`src/rtl/store_forward_buffer.sv`:
```
module store_forward_buffer #(
  parameter int DEPTH = 4,
  parameter int AW    = 32,
  parameter int DW    = 32,
  parameter int TW    = 4
) (
  input  logic          clk,
  input  logic          rst_n,
  input  logic          st_valid,
  output logic          st_ready,
  input  logic [AW-1:0] st_addr,
  input  logic [DW-1:0] st_data,
  input  logic [TW-1:0] st_tag,
  input  logic          ld_valid,
  input  logic [AW-1:0] ld_addr,
  output logic          ld_hit,
  output logic          ld_wait,
  output logic [DW-1:0] ld_data,
  input  logic          bc_valid,
  input  logic [TW-1:0] bc_tag,
  input  logic [DW-1:0] bc_data,
  output logic          mem_wr_valid,
  input  logic          mem_wr_ready,
  output logic [AW-1:0] mem_wr_addr,
  output logic [DW-1:0] mem_wr_data
);
  localparam int PW = (DEPTH > 1) ? $clog2(DEPTH) : 1;
  localparam int CW = $clog2(DEPTH + 1);

  logic          busy_q [DEPTH];
  logic [AW-1:0] addr_q [DEPTH];
  logic [DW-1:0] data_q [DEPTH];
  logic [TW-1:0] tag_q  [DEPTH];
  logic [PW-1:0] head_q, tail_q;
  logic [CW-1:0] cnt_q;

  logic push, pop, st_fill;
  logic found;
  logic [PW-1:0] sel;

  assign st_ready     = cnt_q != CW'(DEPTH);
  assign push         = st_valid && st_ready;
  assign mem_wr_valid = busy_q[head_q] && (tag_q[head_q] == '0);
  assign mem_wr_addr  = addr_q[head_q];
  assign mem_wr_data  = data_q[head_q];
  assign pop          = mem_wr_valid && mem_wr_ready;
  assign st_fill      = (st_tag != '0) && bc_valid && (bc_tag == st_tag);

  always_ff @(posedge clk) begin
    if (!rst_n) begin
      head_q <= '0;
      tail_q <= '0;
      cnt_q  <= '0;
      for (int i = 0; i < DEPTH; i++) begin
        busy_q[i] <= 1'b0;
        addr_q[i] <= '0;
        data_q[i] <= '0;
        tag_q[i]  <= '0;
      end
    end else begin
      for (int i = 0; i < DEPTH; i++) begin
        if (busy_q[i] && (tag_q[i] != '0) && bc_valid && (tag_q[i] == bc_tag)) begin
          data_q[i] <= bc_data;
          tag_q[i]  <= '0;
        end
      end
      if (pop) begin
        busy_q[head_q] <= 1'b0;
        head_q         <= head_q + 1'b1;
      end
      if (push) begin
        busy_q[tail_q] <= 1'b1;
        addr_q[tail_q] <= st_addr;
        data_q[tail_q] <= st_fill ? bc_data : st_data;
        tag_q[tail_q]  <= st_fill ? '0 : st_tag;
        tail_q         <= tail_q + 1'b1;
      end
      cnt_q <= cnt_q + CW'(push) - CW'(pop);
    end
  end

  // scan oldest to youngest; the last match wins
  always_comb begin
    found = 1'b0;
    sel   = '0;
    for (int k = 0; k < DEPTH; k++) begin
      logic [PW-1:0] idx;
      idx = head_q + PW'(k);
      if (busy_q[idx] && (addr_q[idx] == ld_addr)) begin
        found = 1'b1;
        sel   = idx;
      end
    end
  end

  assign ld_hit  = ld_valid && found && (tag_q[sel] == '0);
  assign ld_wait = ld_valid && found && (tag_q[sel] != '0);
  assign ld_data = ld_hit ? data_q[sel] : '0;

  assert_hit_wait_exclusive_R8: assert property (@(posedge clk) disable iff (!rst_n)
    !(ld_hit && ld_wait));

  assert_mem_hold_R10: assert property (@(posedge clk) disable iff (!rst_n)
    (mem_wr_valid && !mem_wr_ready) |=>
      (mem_wr_valid && $stable(mem_wr_addr) && $stable(mem_wr_data)));

  assert_stall_no_alloc_R2: assert property (@(posedge clk) disable iff (!rst_n)
    (st_valid && !st_ready && !pop) |=> (cnt_q == $past(cnt_q)));

  assert_count_bound_R2: assert property (@(posedge clk) disable iff (!rst_n)
    cnt_q <= CW'(DEPTH));

  for (genvar g = 0; g < DEPTH; g++) begin : g_snoop_chk
    assert_snoop_capture_R4: assert property (@(posedge clk) disable iff (!rst_n)
      (busy_q[g] && (tag_q[g] != '0) && bc_valid && (tag_q[g] == bc_tag)) |=>
        ((tag_q[g] == '0) && (data_q[g] == $past(bc_data))));
  end
endmodule

```
`config.mk`:
```
export PLATFORM = sky130hd
export DESIGN_NAME = store_forward_buffer
export DESIGN_NICKNAME = d
export VERILOG_FILES = /design/src/rtl/store_forward_buffer.sv
export SDC_FILE = /design/constraint.sdc
export NUM_CORES = 1
export LEC_CHECK = 0
export ABC_CLOCK_PERIOD_IN_PS = 12110
export CAP_MARGIN = 20
export CELL_PAD_IN_SITES_DETAIL_PLACEMENT = 0
export CELL_PAD_IN_SITES_GLOBAL_PLACEMENT = 1
export CORE_MARGIN = 3
export CORE_UTILIZATION = 45
export CTS_BUF_LIST = sky130_fd_sc_hd__clkbuf_16
export DETAILED_ROUTE_END_ITERATION = 10
export GPL_ROUTABILITY_DRIVEN = 0
export PLACE_DENSITY_LB_ADDON = 0.1
export SLEW_MARGIN = 5
export SYNTH_ARGS = -nofsm -noshare
export SYNTH_HDL_FRONTEND = slang
export SYNTH_SLANG_ARGS = --single-unit
```
`constraint.sdc`:
```
create_clock -name clk -period 12.11 [get_ports clk]
set_clock_uncertainty 0.05 [all_clocks]
set_input_delay 3.0275 -clock clk [delete_from_list [all_inputs] [get_ports clk]]
set_output_delay 3.0275 -clock clk [all_outputs]
set_load 0.05 [all_outputs]
```
Word-level counts from Yosys, hierarchy flattened
Memories as Yosys holds them, arrays and structs flattened. A register that Yosys moved wholly into a read port is not among the register bits. Cells that the tools add are included.

Register bits after elaboration: 7. RAM bits: 276. Input bits: 142. Output and inout bits: 100. Logic and storage cells: 121. Memories kept: 4.

Add/subtract/negate cells: 6. Equality and inequality tests: 10. Mux-type cells: 55. Bitwise operators: 8. Reductions and logical operators: 35.

Memories: addr_q (words 4, bits a word 32, rd ports 4, clocked after Yosys merged registers in 1, write ports 4, RTL line 31) `logic [AW-1:0] addr_q [DEPTH];`; data_q (words 4, bits a word 32, rd ports 2, clocked after Yosys merged registers in 1, write ports 5, RTL line 32) `logic [DW-1:0] data_q [DEPTH];`; tag_q (words 4, bits a word 4, rd ports 6, clocked after Yosys merged registers in 1, write ports 5, RTL line 33) `logic [TW-1:0] tag_q [DEPTH];`; busy_q (words 4, bits a word 1, rd ports 8, clocked after Yosys merged registers in 1, write ports 4, RTL line 30) `logic busy_q [DEPTH];`.

Operators with widths (count): 32-bit 2-to-1 mux (7); 32-bit == test (4); 32-bit OR reduction (1); 2-bit 2-to-1 mux (15); 1-bit 2-to-1 mux (28); 1-bit logical AND (24); 4-bit nonzero test (6); 4-bit == test (5); 4-bit 2-to-1 mux (5); 4-bit zero test (2); 1-bit bitwise OR (8); 2-bit by 1-bit adder with 2-bit output (second input constant) (2); 2-bit adder (second input constant) (2); 3-bit by 1-bit adder with 3-bit output (1); 3-bit != test (second input constant) (1); 3-bit by 1-bit subtractor with 3-bit output (1); 1-bit OR reduction (2).

Longest topological paths before layout
Gate-level depths: netlist (run 1). An unclocked memory read counts as a cell.

Depth after elaboration: 11. Mapped depth: 17. Gate-level depth less buffers: 14.

Worst setup path before layout (run 1)
No wires, ideal clock.

Kind: input to output. Start point: in ld_addr[5]. End point: out ld_hit. Arrival time: 6.487 ns. Required time: 9.032 ns. Path slack: 2.546 ns. Stages: 9. Path buffers: 1. Path through: buf_1 -> o22ai_1 -> o32a_1 -> a2111oi_0 -> nand4b_1 -> or4b_2 -> o211a_1 -> or3b_2 -> a21oi_1.

Cells in the longest elaborated chain, start to end: 9. Elaborated cells on any way between the ends: 20. Classes of those cells: eq/ne (4); mux (8); reduce/logical (7); memory (1).

Ends and longest elaborated chain: start: declaration (RTL line 15) `input logic [AW-1:0] ld_addr,`; 32-bit == test (RTL line 89) `if (busy_q[idx] && (addr_q[idx] == ld_addr)) begin`; 1-bit logical AND (RTL line 89); 2-bit 2-to-1 mux (4 in a row) (RTL line 89); memory read 4 x 4 bit; 4-bit zero test (RTL line 96) `assign ld_hit = ld_valid && found && (tag_q[sel] == '0);`; 1-bit logical AND (*) (RTL line 96); end: declaration (RTL line 16) `output logic ld_hit,`.

Mark *: on every way between the ends. The rest lies on a longest branch, timed or not.

Worst setup path after layout (run 1)
Start point: in ld_addr[25]. End point: out ld_data[9].

Cells in the longest elaborated chain, start to end: 10. Elaborated cells on any way between the ends: 22. Classes of those cells: eq/ne (4); mux (9); reduce/logical (7); memory (2).

Ends and longest elaborated chain: 32-bit == test (RTL line 89); 1-bit logical AND (RTL line 89); 2-bit 2-to-1 mux (4 in a row) (RTL line 89); memory read 4 x 4 bit; 4-bit zero test (RTL line 96); 1-bit logical AND (RTL line 96); 32-bit 2-to-1 mux (*) (RTL line 98) `assign ld_data = ld_hit ? data_q[sel] : '0;`; end: declaration (RTL line 18) `output logic [DW-1:0] ld_data,`.

Marks and branches as above.

==> impl_metrics.toml, run 1 <==
[global_route]
overflow = 0
grt_first_pass_wirelength_um = 105200
grt_max_degree = 79
grt_usage = 0.2932
antenna_found_initial = 6
grt_pass1_vias = 16060

[min_path]
hold_path_depth = 2
holdPathEnd = "tail_q[1]$_SDFFE_PN0P_"
hp-class = "flop to flop"
min_from = "tail_q[1]$_SDFFE_PN0P_"

[cells_and_area]
num-nets-final = 1942
layout-drive-gt1-share = 0.1506
layout_commonest_cell = "edfxtp_1"
post-route-util = 0.5502
syn2layout_area_growth_pct = 19.77
fillCellCount = 3772
mostFrequentLayoutCells = "272 x edfxtp_1, 241 x clkdlybuf4s50_1, 154 x a22o_1"

[critical_path]
setup.worst_path.start_class = "input pin"
crit_family = "simple AND/OR/NAND/NOR gates"
rr_endpoint = "cnt_q[2]$_SDFF_PN0_"
cp_max_fo = 32
r2r_slack_ns = 7.76
critPathBufInv = 3
required_ns = 9.03
cpMaxStageDelayCell = "clkdlybuf4s50_1"
path_class = "input pin to output port"
cp_common_cell = "clkdlybuf4s50_1"
reg2reg_depth = 14
path_cells = "clkdlybuf4s50_1 -> xnor2_1 -> nand4_1 -> or4_1 -> or4_4 -> nor2_4 -> o31ai_1 -> nor4b_4 -> buf_4 -> a32o_1 -> clkdlybuf4s50_1"
end_kind = "output port"
worstPathArrival_ns = 8.37
slowest_delay_ns = 0.83
worstSetupStartpoint = "ld_addr[25]"

[synth]
syn_inst = 1652
ys_seq_area_frac = 0.4122
yosys.area.top_type_share = 0.3995
synth_ff_type = "edfxtp_1"
synth-async-reset-ratio = 0
synth_edf_count = 272
synth_fp_nets = 1801
synthDistinctLibCells = 70
ys_top_cells_by_area = "edfxtp_1 40%, mux4_2 15%, a22o_1 6.6%"
ys.warnings.count = 0
netlist_area_mm2 = 0.02045
synth_seq_cells = 285
avgSynthCellArea_um2 = 12.38
yosysTopAreaCell = "edfxtp_1"

[sta]
slew_violations = 0
fin_tns_setup_ns = 0
fmax_ghz = 0.08732
hold_viol = 0
report.final.setup_viol = 0
period_minus_slack_ns = 11.45
grt_setup_unrepaired = "no"
slew_headroom = 0.3259
fin_crit_sh = 0.9457
worst_pin_slew_ns = 1.011

[clock_tree]
clock_latency_ns = 0.54
cts_setup_buffers = 0
tritoncts = "built"
cts_made_buffers = 34
cts.sink_count = 285
cts_resized = 0
cts_buffer_depth = 3
htree_levels = 2
root_buffer = "clkbuf_16"
hold_buffers = 0
cts.clk_slew.worst_paths_ns = 0.06

[power]
power_per_cell_area_mw_per_mm2 = 132.9
irDropWorstVdd_mv = 0.09424
p_leak_nw = 7.804

[die]
coreArea_mm2 = 0.04451
die_h_um = 219.2
die-width_um = 219.2
ios = 242
start_util = 0.4594
fp.dieArea_mm2 = 0.04803
rows = 77

[flow_run]
cap_violations = 0

[placed_design]
dp_hpwl_um = 46040
portBuffers = 241

[drt]
drt_iter0_markers = 1679
wl_um = 71110
antenna_left = 0
via_per_inst = 6.828
dr.pass1.iters = 5
drc = 0
wl_per_cell_um = 29.47
vias = 16480

[outcome]
status = "completed"
## Yosys cell counts (all sizes together), types with 5 or more instances
cell type  instances
o211ai             8
nand2             43
o22ai             15
a31oi              6
buf               58
inv               20
o221ai           121
o21ai             18
nor2              29
and2             138
a2111oi            5
mux4             138
ha                 6
mux2i            129
xor2              26
xnor2            119
a21oi             13
nand4             22
edfxtp           272
nor4               7
a22o             154
nor3              13
a32o               7
or4                8
clkbuf           119
dfxtp             13
a22oi             62
nand3             19
## cells by family after synthesis
| logic type | Yosys count | share of synthesized area |
|---|---|---|
| adder cells (fa/ha/maj) | 7 | 0.004651 |
| flip-flops | 285 | 0.4122 |
| multiplexers | 271 | 0.2174 |
| AO/OA/AOI/OAI | 441 | 0.1776 |
| XOR/XNOR | 145 | 0.06211 |
| buffers and inverters | 198 | 0.04106 |
| AND/OR/NAND/NOR | 305 | 0.08499 |
## through the flow
step                hold WS (ns)  power, W  std cells  setup WS [ns]  area (µm²)
floorplan                 0.4472  0.001872       1652          2.546       20450
global route              0.5555  0.003366       2413         0.5009       24490
CTS                       0.5203  0.003254       2410         0.8230       24460
finish                    0.5169  0.003254       2413         0.6579       24490
global placement          0.5002  0.002200       2348         0.8269       23330
detailed placement        0.5051  0.002211       2348         0.8092       23330
## per-layer routing
layer | part of all wire | up-vias | wire length, µm | GRT usage
li1 | - | 7054 | - | -
met1 | 0.42 | 8410 | 29940 | 0.4203
met2 | 0.45 | 867 | 31760 | 0.4312
met3 | 0.10 | 136 | 7380 | 0.08460
met4 | 0.028 | 8 | 1985 | 0.09160
met5 | 0.00075 | - | 53 | 0
## worst reg2reg max path: cells and delay by family (launching register included)
kind	cells	cell delay (ns)
xor gates and xnor gates	2	0.27
AOI/OAI and AO/OA	1	0.21
and+or+nand+nor	2	0.35
adders and majority gates	3	0.81
DFF	1	0.67
buffers and inverters	5	1.38
muxes	1	0.53
## area by class of cell
cell class	instances	area, µm²	share of cell area
Clock buffer	34	850.8	0.03474
Inverter	21	78.83	0.003219
Antenna cell	2	5.005	0.0002044
Sequential cell	285	8443	0.3448
Clock inverter	28	277.8	0.01134
Timing Repair Buffer	282	2765	0.1129
Multi-Input combinational cell	1169	11330	0.4626
Tap cell	592	740.7	0.03025
## worst max path at each step
stage                       endpoint  slack [ns]  cells past startpoint
final                     ld_data[9]        0.66                     11
after global routing      ld_data[9]        0.50                     11
after CTS                 ld_data[9]        0.82                     11
after detailed placement  ld_data[9]        0.81                     11
after global placement    ld_data[9]        0.83                     11
after floorplan               ld_hit        2.55                      9
## sequential cells by signal (all words and copies together), names as in the netlist, named ones only
register	flops
busy_q	4
addr_q	128
tail_q	2
tag_q	16
head_q	2
cnt_q	3
data_q	128
## power breakdown
group	switching [W]	internal (W)
Combinational	0.000532	0.000379
Clock	0.000425	0.000622
Sequential	0.000101	0.00119
(Power assumes the default switching activity.)
==> inputs of run 2 (changes only) <==
--- a/config.mk
+++ b/config.mk
@@ -12,6 +12,7 @@
 export CORE_MARGIN = 3
 export CORE_UTILIZATION = 45
 export CTS_BUF_LIST = sky130_fd_sc_hd__clkbuf_16
+export CTS_CLUSTER_DIAMETER = 40
 export DETAILED_ROUTE_END_ITERATION = 10
 export GPL_ROUTABILITY_DRIVEN = 0
 export PLACE_DENSITY_LB_ADDON = 0.1
==> run 2 against run 1 <==
Sequential power is essentially flat. Combinational power is essentially flat. Die area is the same. Setup slack gained 0.023 ns. Critical path type unchanged. Highest routed layer unchanged.
==> impl_metrics.toml, run 2 (same netlist as run 1, synthesis figures left out) <==
[critical_path]
required_ns = 9.03
cp_max_fo = 32
reg2reg_depth = 14
setup.worst_path.start_class = "input pin"
r2r_slack_ns = 7.74
end_kind = "output port"
worstPathArrival_ns = 8.35
path_class = "input pin to output port"
rr_endpoint = "cnt_q[2]$_SDFF_PN0_"

[power]
p_int_w = 0.002436
power.share.clock = 0.383
swShare = 0.3191
p_leak_nw = 8.052
irDropWorstVdd_mv = 0.09755
combPwrFrac = 0.254
p_switching_w = 0.001142
power_per_cell_area_mw_per_mm2 = 143.3
p_seq_frac = 0.363

[drt]
antenna_left = 0
vias = 16570
wl_um = 71450
drc = 0
drt_iter0_markers = 1929
dr.pass1.iters = 5
wl_per_cell_um = 29.28
via_per_inst = 6.791

[die]
start_util = 0.4594
die-width_um = 219.2
die_h_um = 219.2
rows = 77
fp.dieArea_mm2 = 0.04803
coreArea_mm2 = 0.04451
ios = 242

[global_route]
grt_pass1_vias = 16180
grt_first_pass_wirelength_um = 106000
grt.busiest_layer = "met2"
grt_usage = 0.2943
overflow = 0
antenna_found_initial = 7
met1_usage = 0.4310
gr-usage-met3 = 0.07062
grt_max_degree = 79
grtUsageMet2 = 0.4326

[placed_design]
dp_hpwl_um = 46040
portBuffers = 241

[clock_tree]
clock_latency_ns = 0.57
cts_made_buffers = 48
cts_setup_buffers = 0
hold_buffers = 0
root_buffer = "clkbuf_16"
cts_resized = 0
cts_buffer_depth = 3
htree_levels = 2
cts.sink_count = 285
cts.clk_slew.worst_paths_ns = 0.05
tritoncts = "built"

[cells_and_area]
syn2layout_area_growth_pct = 22.15
layout_commonest_cell = "edfxtp_1"
num-nets-final = 1956
top_regs = "addr_q: 128 flops, data_q: 128 flops, tag_q: 16 flops"
mostFrequentLayoutCells = "272 x edfxtp_1, 241 x clkdlybuf4s50_1, 154 x a22o_1"
layout-drive-gt1-share = 0.1609
fillCellCount = 3738

[min_path]
hold_path_depth = 2
hp-class = "flop to flop"
min_from = "tail_q[1]$_SDFFE_PN0P_"
holdPathEnd = "tail_q[1]$_SDFFE_PN0P_"

[outcome]
status = "completed"

[sta]
slew_violations = 0
fin_crit_sh = 0.9438
report.final.setup_viol = 0
fin_tns_setup_ns = 0
grt_setup_unrepaired = "no"
hold_viol = 0
period_minus_slack_ns = 11.43
worst_pin_slew_ns = 1.028
timing.hold.ws_ns = 0.5157
slew_headroom = 0.3146
fmax_ghz = 0.08750

[flow_run]
cap_violations = 0
==> run 2: cell count changes in the layout (fill, tap and decap cells not counted), sizes merged <==
| cell | before | now |
|---|---|---|
| clkinvlp | 2 | 3 |
| inv | 27 | 38 |
| clkinv | 15 | 14 |
| clkbuf | 34 | 50 |
==> run 2: worst max-delay path, stage by stage <==
cell,delay (ns)
clkdlybuf4s50_1,0.77
xnor2_1,0.19
o32a_1,0.38
a2111oi_0,0.84
nand4b_1,0.33
or4b_2,0.73
o211a_1,0.19
nor4b_4,0.25
buf_4,0.45
a32o_1,0.33
clkdlybuf4s50_1,0.83
==> run 2: how the worst max path moves through the flow <==
stage               slack [ns]         from    endpoint  cells after the start
finish                    0.68   ld_addr[3]  ld_data[9]                     11
global route              0.54  ld_addr[25]  ld_data[9]                     11
CTS                       0.82   ld_addr[3]  ld_data[9]                     11
detailed placement        0.81   ld_addr[3]  ld_data[9]                     11
global placement          0.83   ld_addr[3]  ld_data[9]                     11
floorplan                 2.55   ld_addr[5]      ld_hit                      9
==> run 2: cell type report <==
cell class	count	area [µm²]	area share
antenna	2	5.005	0.0002004
sequential	285	8443	0.3380
clock inverter	39	371.6	0.01488
tap	592	740.7	0.02966
clock buffer	50	1251	0.05010
timing repair buffer	282	2758	0.1104
multi-input combinational	1169	11330	0.4536
inverter	21	78.83	0.003156
==> run 2: metrics by stage <==
step	total power (W)	cells	area (µm²)	util	worst slack (ns)
after floorplan	0.001872	1652	20450	-	2.546
after global placement	0.002200	2348	23330	0.5241	0.8269
after detailed placement	0.002211	2348	23330	0.5241	0.8092
after CTS	0.003581	2437	24950	0.5606	0.8230
after global routing	0.003695	2440	24980	0.5611	0.5352
final	0.003578	2440	24980	0.5611	0.6809
==> run 2: routing by layer <==
| layer | wire, µm | vias to the layer above | share of wire |
|---|---|---|---|
| met5 | 51 | - | 0.00071 |
| met4 | 1972 | 8 | 0.028 |
| met2 | 31780 | 957 | 0.44 |
| met1 | 30060 | 8367 | 0.42 |
| met3 | 7590 | 141 | 0.11 |
| li1 | - | 7096 | - |
==> run 2: power groups by stage <==
stage | clock network [W] | registers [W] | logic [W]
finish | 0.00137 | 0.00130 | 0.000909
global route | 0.00143 | 0.00131 | 0.000957
CTS | 0.00138 | 0.00129 | 0.000903
detailed placement | 0 | 0.00131 | 0.000897
global placement | 0 | 0.00131 | 0.000894
floorplan | 0 | 0.00128 | 0.000596
==> inputs of run 3 (changes only) <==
--- a/config.mk
+++ b/config.mk
@@ -11,7 +11,7 @@
 export CELL_PAD_IN_SITES_GLOBAL_PLACEMENT = 1
 export CORE_MARGIN = 3
 export CORE_UTILIZATION = 45
-export CTS_BUF_LIST = sky130_fd_sc_hd__clkbuf_16
+export CTS_BUF_LIST = sky130_fd_sc_hd__clkbuf_8
 export CTS_CLUSTER_DIAMETER = 40
 export DETAILED_ROUTE_END_ITERATION = 10
 export GPL_ROUTABILITY_DRIVEN = 0
==> run 3 against run 2 <==
Sequential share of layout area up 0.74 points. Largest power group is now sequential cells. Combinational power is essentially flat. Worst hold slack better by 0.0020 ns. Clock power fell by 29%.
==> impl_metrics.toml, run 3 (same netlist as run 1, synthesis figures left out) <==
[drt]
via_per_inst = 6.760
wl_um = 71470
vias = 16580
wl_met2_um = 31740
highest-signal-layer = "met5"
dr.pass1.iters = 5
drt-met1-wl_um = 30440
antenna_left = 0
drt_iter0_markers = 1556
drc = 0
wl_per_cell_um = 29.14
met3_length_um = 7107

[global_route]
overflow = 0
grt_max_degree = 79
antenna_found_initial = 6
grt_first_pass_wirelength_um = 105700
grt_usage = 0.2943
grt_pass1_vias = 16200

[clock_tree]
cts_buffer_depth = 3
htree_levels = 2
cts.sink_count = 285
cts_made_buffers = 55
clock_latency_ns = 0.66
root_buffer = "clkbuf_8"
cts_resized = 0
hold_buffers = 0
cts.clk_slew.worst_paths_ns = 0.06
cts_setup_buffers = 0
tritoncts = "built"

[die]
fp.dieArea_mm2 = 0.04803
ios = 242
die-width_um = 219.2
coreArea_mm2 = 0.04451
rows = 77
start_util = 0.4594
die_h_um = 219.2

[outcome]
status = "completed"

[critical_path]
end_kind = "output port"
required_ns = 9.03
rr_endpoint = "cnt_q[2]$_SDFF_PN0_"
cp_max_fo = 32
worstPathArrival_ns = 8.32
worstSetupStartpoint = "ld_addr[23]"
path_class = "input pin to output port"
reg2reg_depth = 14
r2r_slack_ns = 7.72
setup.worst_path.start_class = "input pin"

[cells_and_area]
stdcell_area_mm2 = 0.02444
layout_commonest_cell = "edfxtp_1"
post-route-util = 0.5492
layout-drive-gt1-share = 0.1619
num-nets-final = 1963
top_regs = "addr_q: 128 flops, data_q: 128 flops, tag_q: 16 flops"
mostFrequentLayoutCells = "272 x edfxtp_1, 241 x clkdlybuf4s50_1, 154 x a22o_1"
syn2layout_area_growth_pct = 19.55

[min_path]
min_from = "tail_q[1]$_SDFFE_PN0P_"
hold_path_depth = 2
hp-class = "flop to flop"
holdPathEnd = "tail_q[1]$_SDFFE_PN0P_"

[power]
power.share.clock = 0.305
combPwrFrac = 0.287
p_leak_nw = 7.846
p_int_w = 0.002090
p_seq_frac = 0.408
swShare = 0.3414
p_switching_w = 0.001083
irDropWorstVdd_mv = 0.1201
power_per_cell_area_mw_per_mm2 = 129.8

[placed_design]
dp_hpwl_um = 46040
portBuffers = 241
postPlaceCellArea_mm2 = 0.02333

[sta]
grt_setup_unrepaired = "no"
slew_headroom = 0.3269
hold_viol = 0
period_minus_slack_ns = 11.40
worst_pin_slew_ns = 1.010
timing.hold.ws_ns = 0.5178
fin_tns_setup_ns = 0
fin_crit_sh = 0.9413
fmax_ghz = 0.08772
slew_violations = 0
report.final.setup_viol = 0

[flow_run]
cap_violations = 0
run 3: cell types whose count changed in the layout (fill, tap and decap cells not counted), sizes merged:
cell / change
bufinv: -1
clkbuf: +5
clkinv: +9
run 3: worst max-delay path by stage:
| stage | to | slack, ns | cells past startpoint |
|---|---|---|---|
| after floorplan | ld_hit | 2.55 | 9 |
| after global placement | ld_data[9] | 0.83 | 11 |
| after detailed placement | ld_data[9] | 0.81 | 11 |
| after global routing | ld_data[9] | 0.51 | 11 |
| after CTS | ld_data[9] | 0.82 | 11 |
| final | ld_data[9] | 0.71 | 11 |
run 3: worst max-delay path, cell delays in order:
cell	delay, ns
clkdlybuf4s50_1	0.73
xnor2_1	0.17
nand4_1	0.34
or4_1	0.73
or4_4	0.53
nor2_4	0.51
o31ai_1	0.33
nor4b_4	0.32
buf_4	0.45
a32o_1	0.33
clkdlybuf4s50_1	0.83
run 3: final cells by class:
cell class | count | area (µm²)
Inverter | 21 | 78.83
Tap cell | 592 | 740.7
Timing Repair Buffer | 282 | 2758
Multi-Input combinational cell | 1169 | 11330
Antenna cell | 2 | 5.005
Clock buffer | 55 | 757.0
Sequential cell | 285 | 8443
Fill cell | 3807 | 20070
Clock inverter | 47 | 334.1
run 3: per-stage QoR:
| step | worst slack (ns) | power (W) | std cells |
|---|---|---|---|
| 2_1_floorplan | 2.546 | 0.001872 | 1652 |
| 5_1_grt | 0.5086 | 0.003298 | 2453 |
| 4_1_cts | 0.8230 | 0.003179 | 2450 |
| 6_report | 0.7104 | 0.003173 | 2453 |
| 3_3_place_gp | 0.8269 | 0.002200 | 2348 |
| 3_5_place_dp | 0.8092 | 0.002211 | 2348 |
run 3: power by group through the flow:
stage          sequential (W)  clock [W]  combinational [W]
4_1_cts               0.00129   0.000983           0.000902
6_report              0.00130   0.000968           0.000909
2_1_floorplan         0.00128          0           0.000596
5_1_grt               0.00131    0.00103           0.000958
3_5_place_dp          0.00131          0           0.000897
3_3_place_gp          0.00131          0           0.000894
run 3: metal layers:
metal | GRT usage | up-vias
met5 | 0 | -
met4 | 0.1007 | 8
met3 | 0.08377 | 150
met2 | 0.4311 | 839
met1 | 0.4205 | 8473
li1 | - | 7113
